==> src/rtl/nco_pkg.sv <==
package nco_pkg;

   // Odd power series for sin(x), for x in [0, pi/2]; evaluated only at elaboration.
   function automatic real sine_series(input real x);
      real term;
      real acc;
      acc  = x;
      term = x;
      for (int n = 1; n < 10; n++) begin
         term = -term * x * x / (real'(2 * n) * real'(2 * n + 1));
         acc  = acc + term;
      end
      return acc;
   endfunction

   // Rounded quarter-wave level for position k, sampled at the midpoint of its phase bin.
   function automatic int ideal_level(input int k, input int pos_w);
      real full_scale;
      real angle;
      full_scale = real'((1 << pos_w) - 1);
      angle      = (real'(k) + 0.5) * 3.14159265358979323846 / (2.0 * real'(1 << pos_w));
      return $rtoi(full_scale * sine_series(angle) + 0.5);
   endfunction

   // Correction added to the linear level k.
   function automatic int level_corr(input int k, input int pos_w);
      return ideal_level(k, pos_w) - k;
   endfunction

endpackage

==> src/rtl/nco_phase_acc.sv <==
module nco_phase_acc #(
   parameter int PHASE_W = 18
) (
   input  logic               clk,
   input  logic               rst_n,
   input  logic               en,
   input  logic [PHASE_W-1:0] step,
   output logic [PHASE_W-1:0] phase
);

   if (PHASE_W < 4) begin : g_bad_width
      $error("nco_phase_acc: PHASE_W must be at least 4");
   end

   always_ff @(posedge clk or negedge rst_n) begin
      if (!rst_n)  phase <= '0;
      else if (en) phase <= phase + step;
   end

   AST_PHASE_STEP: assert property (@(posedge clk) disable iff (!rst_n)
      en |=> phase == PHASE_W'($past(phase) + $past(step)));

   AST_PHASE_HOLD: assert property (@(posedge clk) disable iff (!rst_n)
      !en |=> $stable(phase));

endmodule

==> src/rtl/nco_fold.sv <==
module nco_fold #(
   parameter int TRUNC_W = 9,
   localparam int POS_W  = TRUNC_W - 2
) (
   input  logic [TRUNC_W-1:0] trunc,
   output logic               sin_neg,
   output logic               cos_neg,
   output logic [POS_W-1:0]   sin_idx,
   output logic [POS_W-1:0]   cos_idx
);

   if (TRUNC_W < 3) begin : g_bad_width
      $error("nco_fold: TRUNC_W must be at least 3");
   end

   logic             half_bit;
   logic             slope_bit;
   logic [POS_W-1:0] pos;

   assign half_bit  = trunc[TRUNC_W-1];
   assign slope_bit = trunc[TRUNC_W-2];
   assign pos       = trunc[POS_W-1:0];

   always_comb begin
      sin_neg = half_bit;
      cos_neg = half_bit ^ slope_bit;
      sin_idx = slope_bit ? ~pos : pos;
      cos_idx = ~sin_idx;
   end

endmodule

==> src/rtl/nco_quarter_map.sv <==
module nco_quarter_map #(
   parameter int POS_W   = 7,
   parameter bit CORRECT = 1'b1,
   localparam int LEVELS = 1 << POS_W
) (
   input  logic             clk,
   input  logic             rst_n,
   input  logic [POS_W-1:0] idx,
   output logic [POS_W-1:0] mag
);

   if (POS_W < 1 || POS_W > 10) begin : g_bad_width
      $error("nco_quarter_map: POS_W out of range");
   end

   logic [POS_W-1:0] corr_tab [LEVELS];

   for (genvar g = 0; g < LEVELS; g++) begin : g_tab
      if (CORRECT) begin : g_sine
         localparam int CORR = nco_pkg::level_corr(g, POS_W);
         if (CORR < 0 || CORR + g >= LEVELS) begin : g_bad_corr
            $error("nco_quarter_map: correction out of range");
         end
         assign corr_tab[g] = POS_W'(CORR);
      end else begin : g_triangle
         assign corr_tab[g] = '0;
      end
   end

   logic [POS_W:0] sum_w;
   assign sum_w = {1'b0, idx} + {1'b0, corr_tab[idx]};
   assign mag   = sum_w[POS_W-1:0];

   AST_NO_OVERFLOW: assert property (@(posedge clk) disable iff (!rst_n)
      !sum_w[POS_W]);

endmodule

==> src/rtl/quad_sine_nco.sv <==
module quad_sine_nco #(
   parameter int PHASE_W = 18,
   parameter int TRUNC_W = 9,
   parameter bit CORRECT = 1'b1,
   localparam int POS_W  = TRUNC_W - 2,
   localparam int OUT_W  = POS_W + 1
) (
   input  logic               clk,
   input  logic               rst_n,
   input  logic               en,
   input  logic [PHASE_W-1:0] step,
   output logic [OUT_W-1:0]   sin_q,
   output logic [OUT_W-1:0]   cos_q
);

   if (TRUNC_W > PHASE_W) begin : g_bad_trunc
      $error("quad_sine_nco: TRUNC_W must not exceed PHASE_W");
   end

   logic [PHASE_W-1:0] phase;
   logic               sin_neg, cos_neg;
   logic [POS_W-1:0]   sin_idx, cos_idx;
   logic [POS_W-1:0]   sin_mag, cos_mag;

   nco_phase_acc #(.PHASE_W(PHASE_W)) u_acc (
      .clk(clk), .rst_n(rst_n), .en(en), .step(step), .phase(phase)
   );

   nco_fold #(.TRUNC_W(TRUNC_W)) u_fold (
      .trunc  (phase[PHASE_W-1 -: TRUNC_W]),
      .sin_neg(sin_neg),
      .cos_neg(cos_neg),
      .sin_idx(sin_idx),
      .cos_idx(cos_idx)
   );

   nco_quarter_map #(.POS_W(POS_W), .CORRECT(CORRECT)) u_map_sin (
      .clk(clk), .rst_n(rst_n), .idx(sin_idx), .mag(sin_mag)
   );

   nco_quarter_map #(.POS_W(POS_W), .CORRECT(CORRECT)) u_map_cos (
      .clk(clk), .rst_n(rst_n), .idx(cos_idx), .mag(cos_mag)
   );

   always_ff @(posedge clk or negedge rst_n) begin
      if (!rst_n) begin
         sin_q <= '0;
         cos_q <= '0;
      end else if (en) begin
         sin_q <= {sin_neg, sin_mag};
         cos_q <= {cos_neg, cos_mag};
      end
   end

   AST_OUT_HOLD: assert property (@(posedge clk) disable iff (!rst_n)
      !en |=> $stable(sin_q) && $stable(cos_q));

   AST_SIN_SIGN: assert property (@(posedge clk) disable iff (!rst_n)
      en |=> sin_q[OUT_W-1] == $past(phase[PHASE_W-1]));

   AST_COS_SIGN: assert property (@(posedge clk) disable iff (!rst_n)
      en |=> cos_q[OUT_W-1] == ($past(phase[PHASE_W-1]) ^ $past(phase[PHASE_W-2])));

endmodule

==> config.mk <==
export PLATFORM = sky130hd
export DESIGN_NAME = quad_sine_nco
export DESIGN_NICKNAME = d
export VERILOG_FILES = /design/src/rtl/nco_pkg.sv /design/src/rtl/nco_phase_acc.sv /design/src/rtl/nco_fold.sv /design/src/rtl/nco_quarter_map.sv /design/src/rtl/quad_sine_nco.sv
export SDC_FILE = /design/constraint.sdc
export NUM_CORES = 1
export LEC_CHECK = 0
export BUFFER_PORTS_ARGS = -buffer_cell sky130_fd_sc_hd__buf_4
export CAP_MARGIN = 30
export CORE_ASPECT_RATIO = 1.5
export CORE_UTILIZATION = 55
export DETAILED_ROUTE_END_ITERATION = 16
export PLACE_DENSITY_LB_ADDON = 0.05
export REMOVE_ABC_BUFFERS = 1
export SYNTH_ARGS = -nofsm -noshare
export SYNTH_HDL_FRONTEND = slang
export SYNTH_SLANG_ARGS = --single-unit
==> constraint.sdc <==
create_clock -name clk -period 6 [get_ports clk]
set_clock_uncertainty 0.05 [all_clocks]
set_input_delay 0.3 -clock clk [delete_from_list [all_inputs] [get_ports clk]]
set_output_delay 0.3 -clock clk [all_outputs]
set_load 0.02 [all_outputs]
Word-level counts from Yosys, hierarchy flattened
Memories as Yosys holds them, arrays and structs flattened.
Index checks and enable logic that the tools add are counted.

word-level totals
  register bits = 34
  ROM bits = 1792
  input port bits = 21
  output and inout port bits = 16
  word-level logic and storage cells = 20
  memories = 2

memory list
  name              words  width  rd ports  clocked after Yosys merged registers in  write ports  line                   RTL
  (name not given)  128    7      1         0                                        0            nco_quarter_map.sv:31  assign sum_w = {1'b0, idx} + {1'b0, corr_tab[idx]};
  (name not given)  128    7      1         0                                        0            nco_quarter_map.sv:31

operators by class
  add/subtract/negate cells = 3
  order comparisons = 2
  mux-type cells = 5
  bitwise operators = 5

operator list
  cell                                                       number
  2-to-1 mux 7 bit                                           5
  adder 18 bit                                               1
  greater-or-equal comparator 8 bit (second input constant)  2
  inverter 7 -> 8 bit                                        2
  adder 7 bit                                                2
  inverter 7 bit                                             2
  XOR 1 bit                                                  1

Longest topological paths before layout
  depth in word-level cells = 8
  depth in mapped cells = 21
  depth with buffers taken out = 17

Hierarchy
From an unflattened synthesis, not the netlist that was laid out.

second synthesis, totals
  cell total of the unflattened synthesis = 504
  area total of the unflattened synthesis = 4385.5 sq um

modules (own cells, without submodules)
  module                       times used  cells each  area each (sq um)  seq. area each (sq um)
  nco_phase_acc                1           182         1655.3             450.4
  nco_quarter_map (u_map_sin)  1           132         957.2              0.0
  nco_quarter_map (u_map_cos)  1           138         953.4              0.0
  quad_sine_nco                1           34          649.4              400.4
  nco_fold                     1           18          170.2              0.0

Worst setup path after synthesis
OpenSTA, ideal clock, no wires.

  kind = flip-flop to flip-flop
  start = register u_acc.phase[16]
  end = register sin_q[6]
  setup time = 0.142 ns
  data arrival time = 4.256 ns
  data required time = 5.808 ns
  slack = 1.552 ns
  stages on the path, launching flop included = 20
  buffers on the path = 4
  clock period less this slack = 4.448 ns
  cell sequence = dfrtp_1 buf_2 buf_2 buf_1 xor2_1 ha_1 clkbuf_1 nor2b_1 a2111oi_0 a31oi_1 a22oi_1 nand3_1 o31ai_1 ha_1 inv_1 fa_1 a2111oi_1 o311ai_0 nand4_1 o211ai_1

between the ends
  longest elaborated chain between the ends = 6

ends and longest elaborated chain
  item                                                 line                   RTL
  start: declaration                                   nco_phase_acc.sv:8     output logic [PHASE_W-1:0] phase
  start signal: assignment                             nco_phase_acc.sv:17    else if (en) phase <= phase + step;
  2-to-1 mux 7 bit (*)                                 nco_fold.sv:27         sin_idx = slope_bit ? ~pos : pos;
  inverter 7 -> 8 bit (not written as such)            nco_quarter_map.sv:31
  memory read (128 x 7 bit)                            n/a
  2-to-1 mux 7 bit (not written as such) (2 in a row)  nco_quarter_map.sv:31
  adder 7 bit (*)                                      nco_quarter_map.sv:31
  end signal: assignment                               quad_sine_nco.sv:50    sin_q <= {sin_neg, sin_mag};
  end: declaration                                     quad_sine_nco.sv:12    output logic [OUT_W-1:0] sin_q,

Mark *: on every way between the ends. The rest lies on a longest branch, timed or not. The select of a mux whose other input is x is not followed.
A chain may end at the register's enable or synchronous reset.

Worst setup path after layout
  start = register u_acc.phase[16]
  end = register sin_q[5]

The elaborated chain is that of the path after synthesis.

==> flow_metrics.tcl <==
set metrics [dict create \
    critPathMostFrequentCell "a21oi_1" \
    yosys.cell_types.count 74 \
    num_vias 4231 \
    placed_cell_area_sq_um 4463 \
    cts_sinks 34 \
    finalMaxSlewViolations 0 \
    relSlewSlack 0.3917 \
    max_freq_mhz 213.7 \
    coreArea_sq_um 7322 \
    slowest_stage "ha_1" \
    fp-row-count 38 \
    crit_chain "buf_4, xor2_1, ha_1, or4bb_1, a21oi_1, a22o_1, o41ai_1, ha_1, a21oi_1, nor2_1, a21oi_1, o41ai_1, o21a_1, or3_1, a31oi_1" \
    root_buffer "clkbuf_8" \
    hp-class "in2reg" \
    hpwlAfterDp_um 8977 \
    endpoint_kind "flip-flop" \
    drtAntennaViolNets 0 \
    ys_async_sr_fraction 1.000 \
    critPathArrivalTime_ns 4.85 \
    initial_utilization 0.5725 \
    path_clk_slew_ns 0.08 \
    avgSynthCellArea_sq_um 7.835 \
    cp_top_family "compound AO/OA/AOI/OAI gates" \
    endpoint "sin_q[5]$_DFFE_PN0P_" \
    drcViolationCount 0 \
    grt_start_max_net_pins 52 \
    cp.depth 15 \
    min_from "step[0]" \
    cp_slowest_stage_delay_ns 0.65 \
    htree_num_levels 2 \
    setup_tns_ns 0 \
    syn_inst 535 \
    antenna_found_initial 0 \
    die_y_um 108.9 \
    dieArea_sq_um 7981 \
    n_antenna_cell 0 \
    top_level_ports 37 \
    ff2ff_path_depth 15 \
    drive_gt1_frac 0.1460 \
    overflow 0 \
    worstPathMaxFanout 51 \
    min_period_over_period 0.7799 \
    clock_path_buffers 2 \
    dr.first_iter.drc_count 426 \
    vias_per_cell 6.529 \
    max_slew.worst_pin.slew_ns 0.9124 \
    clock_latency_ns 0.29 \
    min_path_cells 3 \
    yosysSeqAreaShare 0.2030 \
    hold_violations 0 \
    fin_util 0.6258 \
    synth_edf_count 0 \
    status "finished clean" \
    grt_first_pass_wirelength_um 19760 \
    drt-total-wl_um 12400 \
    cp-startpoint "u_acc.phase[16]$_DFFE_PN0P_" \
    synth_area_sq_um 4192 \
    final_cell_area_sq_um 4582 \
    r2r_start "u_acc.phase[16]$_DFFE_PN0P_" \
    wire_per_inst_um 19.14 \
    register_area_sq_um 850.8 \
    die_w_um 73.28 \
    grt_pass1_vias 3980 \
    cts_setup_buffers 0 \
    ys_ff_latch 34 \
    io_buffer_count 36 \
    grt.total_usage 0.3254 \
    critical_path_class "reg2reg" \
    synth_ff_type "dfrtp_1" \
    firstDrtPassIters 6 \
    yosys_warnings 0 \
    multiInputGateArea_sq_um 3100 \
    cts_tree "built" \
    drv_cap 0 \
    nets 606 \
    reg2reg_to "sin_q[5]$_DFFE_PN0P_" \
    rsz0062_at_grt "false" \
    areaGrowthSynthToFinish_pct 9.313 \
    reg2reg_slack_ns 1.32 \
    critPathLaunchType "flip-flop" \
    globalplace.congestion 0.9909 \
    cp_num_buf_inv 1 \
    period_needed_ns 4.680 \
    fill_cells 708 \
    required_ns 6.17 \
    setup_viol 0 \
    cts_made_buffers 5 \
]
[tightest hold or removal path: stages]
cell and delay (ns):
buf_4 0.08, ha_1 0.11, mux2_2 0.13
[area by class of cell]
| cell class | instances | share of cell area |
|---|---|---|
| multi-input cells | 445 | 0.6767 |
| flip-flops and latches | 34 | 0.1857 |
| repair buffers | 44 | 0.07264 |
| well taps | 100 | 0.02731 |
| clock buffers | 5 | 0.01502 |
| inverters | 17 | 0.01393 |
| clock inverters | 3 | 0.008738 |
[cell usage in the layout (no fill, tap or decap), types with 14 or more instances in the layout]
master	Yosys	routed
ha_1	35	35
mux2_2	18	18
a31oi_1	14	14
o21ai_0	40	40
nand2_1	40	40
dfrtp_1	34	34
inv_1	15	15
buf_4	4	43
xnor2_1	19	19
a21oi_1	50	50
nor2_1	51	51
[flip-flops by register name, summed over array words and instances, names as in the netlist]
name	cells
u_acc.phase	18
sin_q	8
cos_q	8
[metrics by stage]
stage | instances | hold WS (ns) | worst slack (ns)
4_1_cts | 648 | 0.2902 | 1.393
6_report | 648 | 0.3042 | 1.320
3_5_place_dp | 639 | 0.2286 | 1.390
5_1_grt | 648 | 0.3211 | 1.025
3_3_place_gp | 639 | 0.2293 | 1.630
2_1_floorplan | 496 | -0.04559 | 1.378
[cell usage after synthesis, drive strengths merged, types with 7 or more instances]
master	number	area, sq um
clkbuf	17	63.81
a31oi	14	87.58
a21oi	50	250.2
o21a	7	52.55
a21o	9	67.56
inv	16	60.05
mux2	19	214.0
nor2b	8	50.05
xor2	11	111.4
o21ai	42	210.2
dfrtp	34	850.8
o211ai	12	90.09
buf	22	112.6
a211oi	9	67.56
o31ai	9	67.56
nor2	52	197.7
ha	35	437.9
xnor2	20	182.7
nand3	7	35.03
nor3	12	60.06
nand2	40	150.1
or3	7	43.79
[kinds of logic (layout without fill, tap and decap cells)]
group,Yosys count,after routing,synth area share
XOR/XNOR,31,31,0.07015
buffers and inverters,56,69,0.05731
AND/OR/NAND/NOR,156,156,0.1791
adder cells (fa/ha/maj),39,39,0.1212
AO/OA/AOI/OAI,194,194,0.3009
multiplexers,25,25,0.06836
flip-flops,34,34,0.2030
[per-layer routing]
layer	wire, um	part of all wire	GRT usage	up-vias
li1	-	-	-	2008
met2	6242	0.50	0.5635	182
met4	712	0.057	0.1961	0
met1	4801	0.39	0.3749	1999
met3	647	0.052	0.04251	42
met5	0	0	0	-
[worst min path at each step]
stage                                 end
3_5_place_dp   u_acc.phase[0]$_DFFE_PN0P_
6_report       u_acc.phase[0]$_DFFE_PN0P_
4_1_cts        u_acc.phase[0]$_DFFE_PN0P_
5_1_grt        u_acc.phase[0]$_DFFE_PN0P_
2_1_floorplan        cos_q[0]$_DFFE_PN0P_
3_3_place_gp   u_acc.phase[0]$_DFFE_PN0P_
[timing repair]
action | 4_1_cts | 5_1_grt
hold endpoints to repair | 34 | 0
hold buffers | 1 | 0
gates resized for setup | 0 | 0
Power is left out: the tool's default activity adds up to more than one toggle a clock period on the data nets, which glitch-free logic cannot reach.
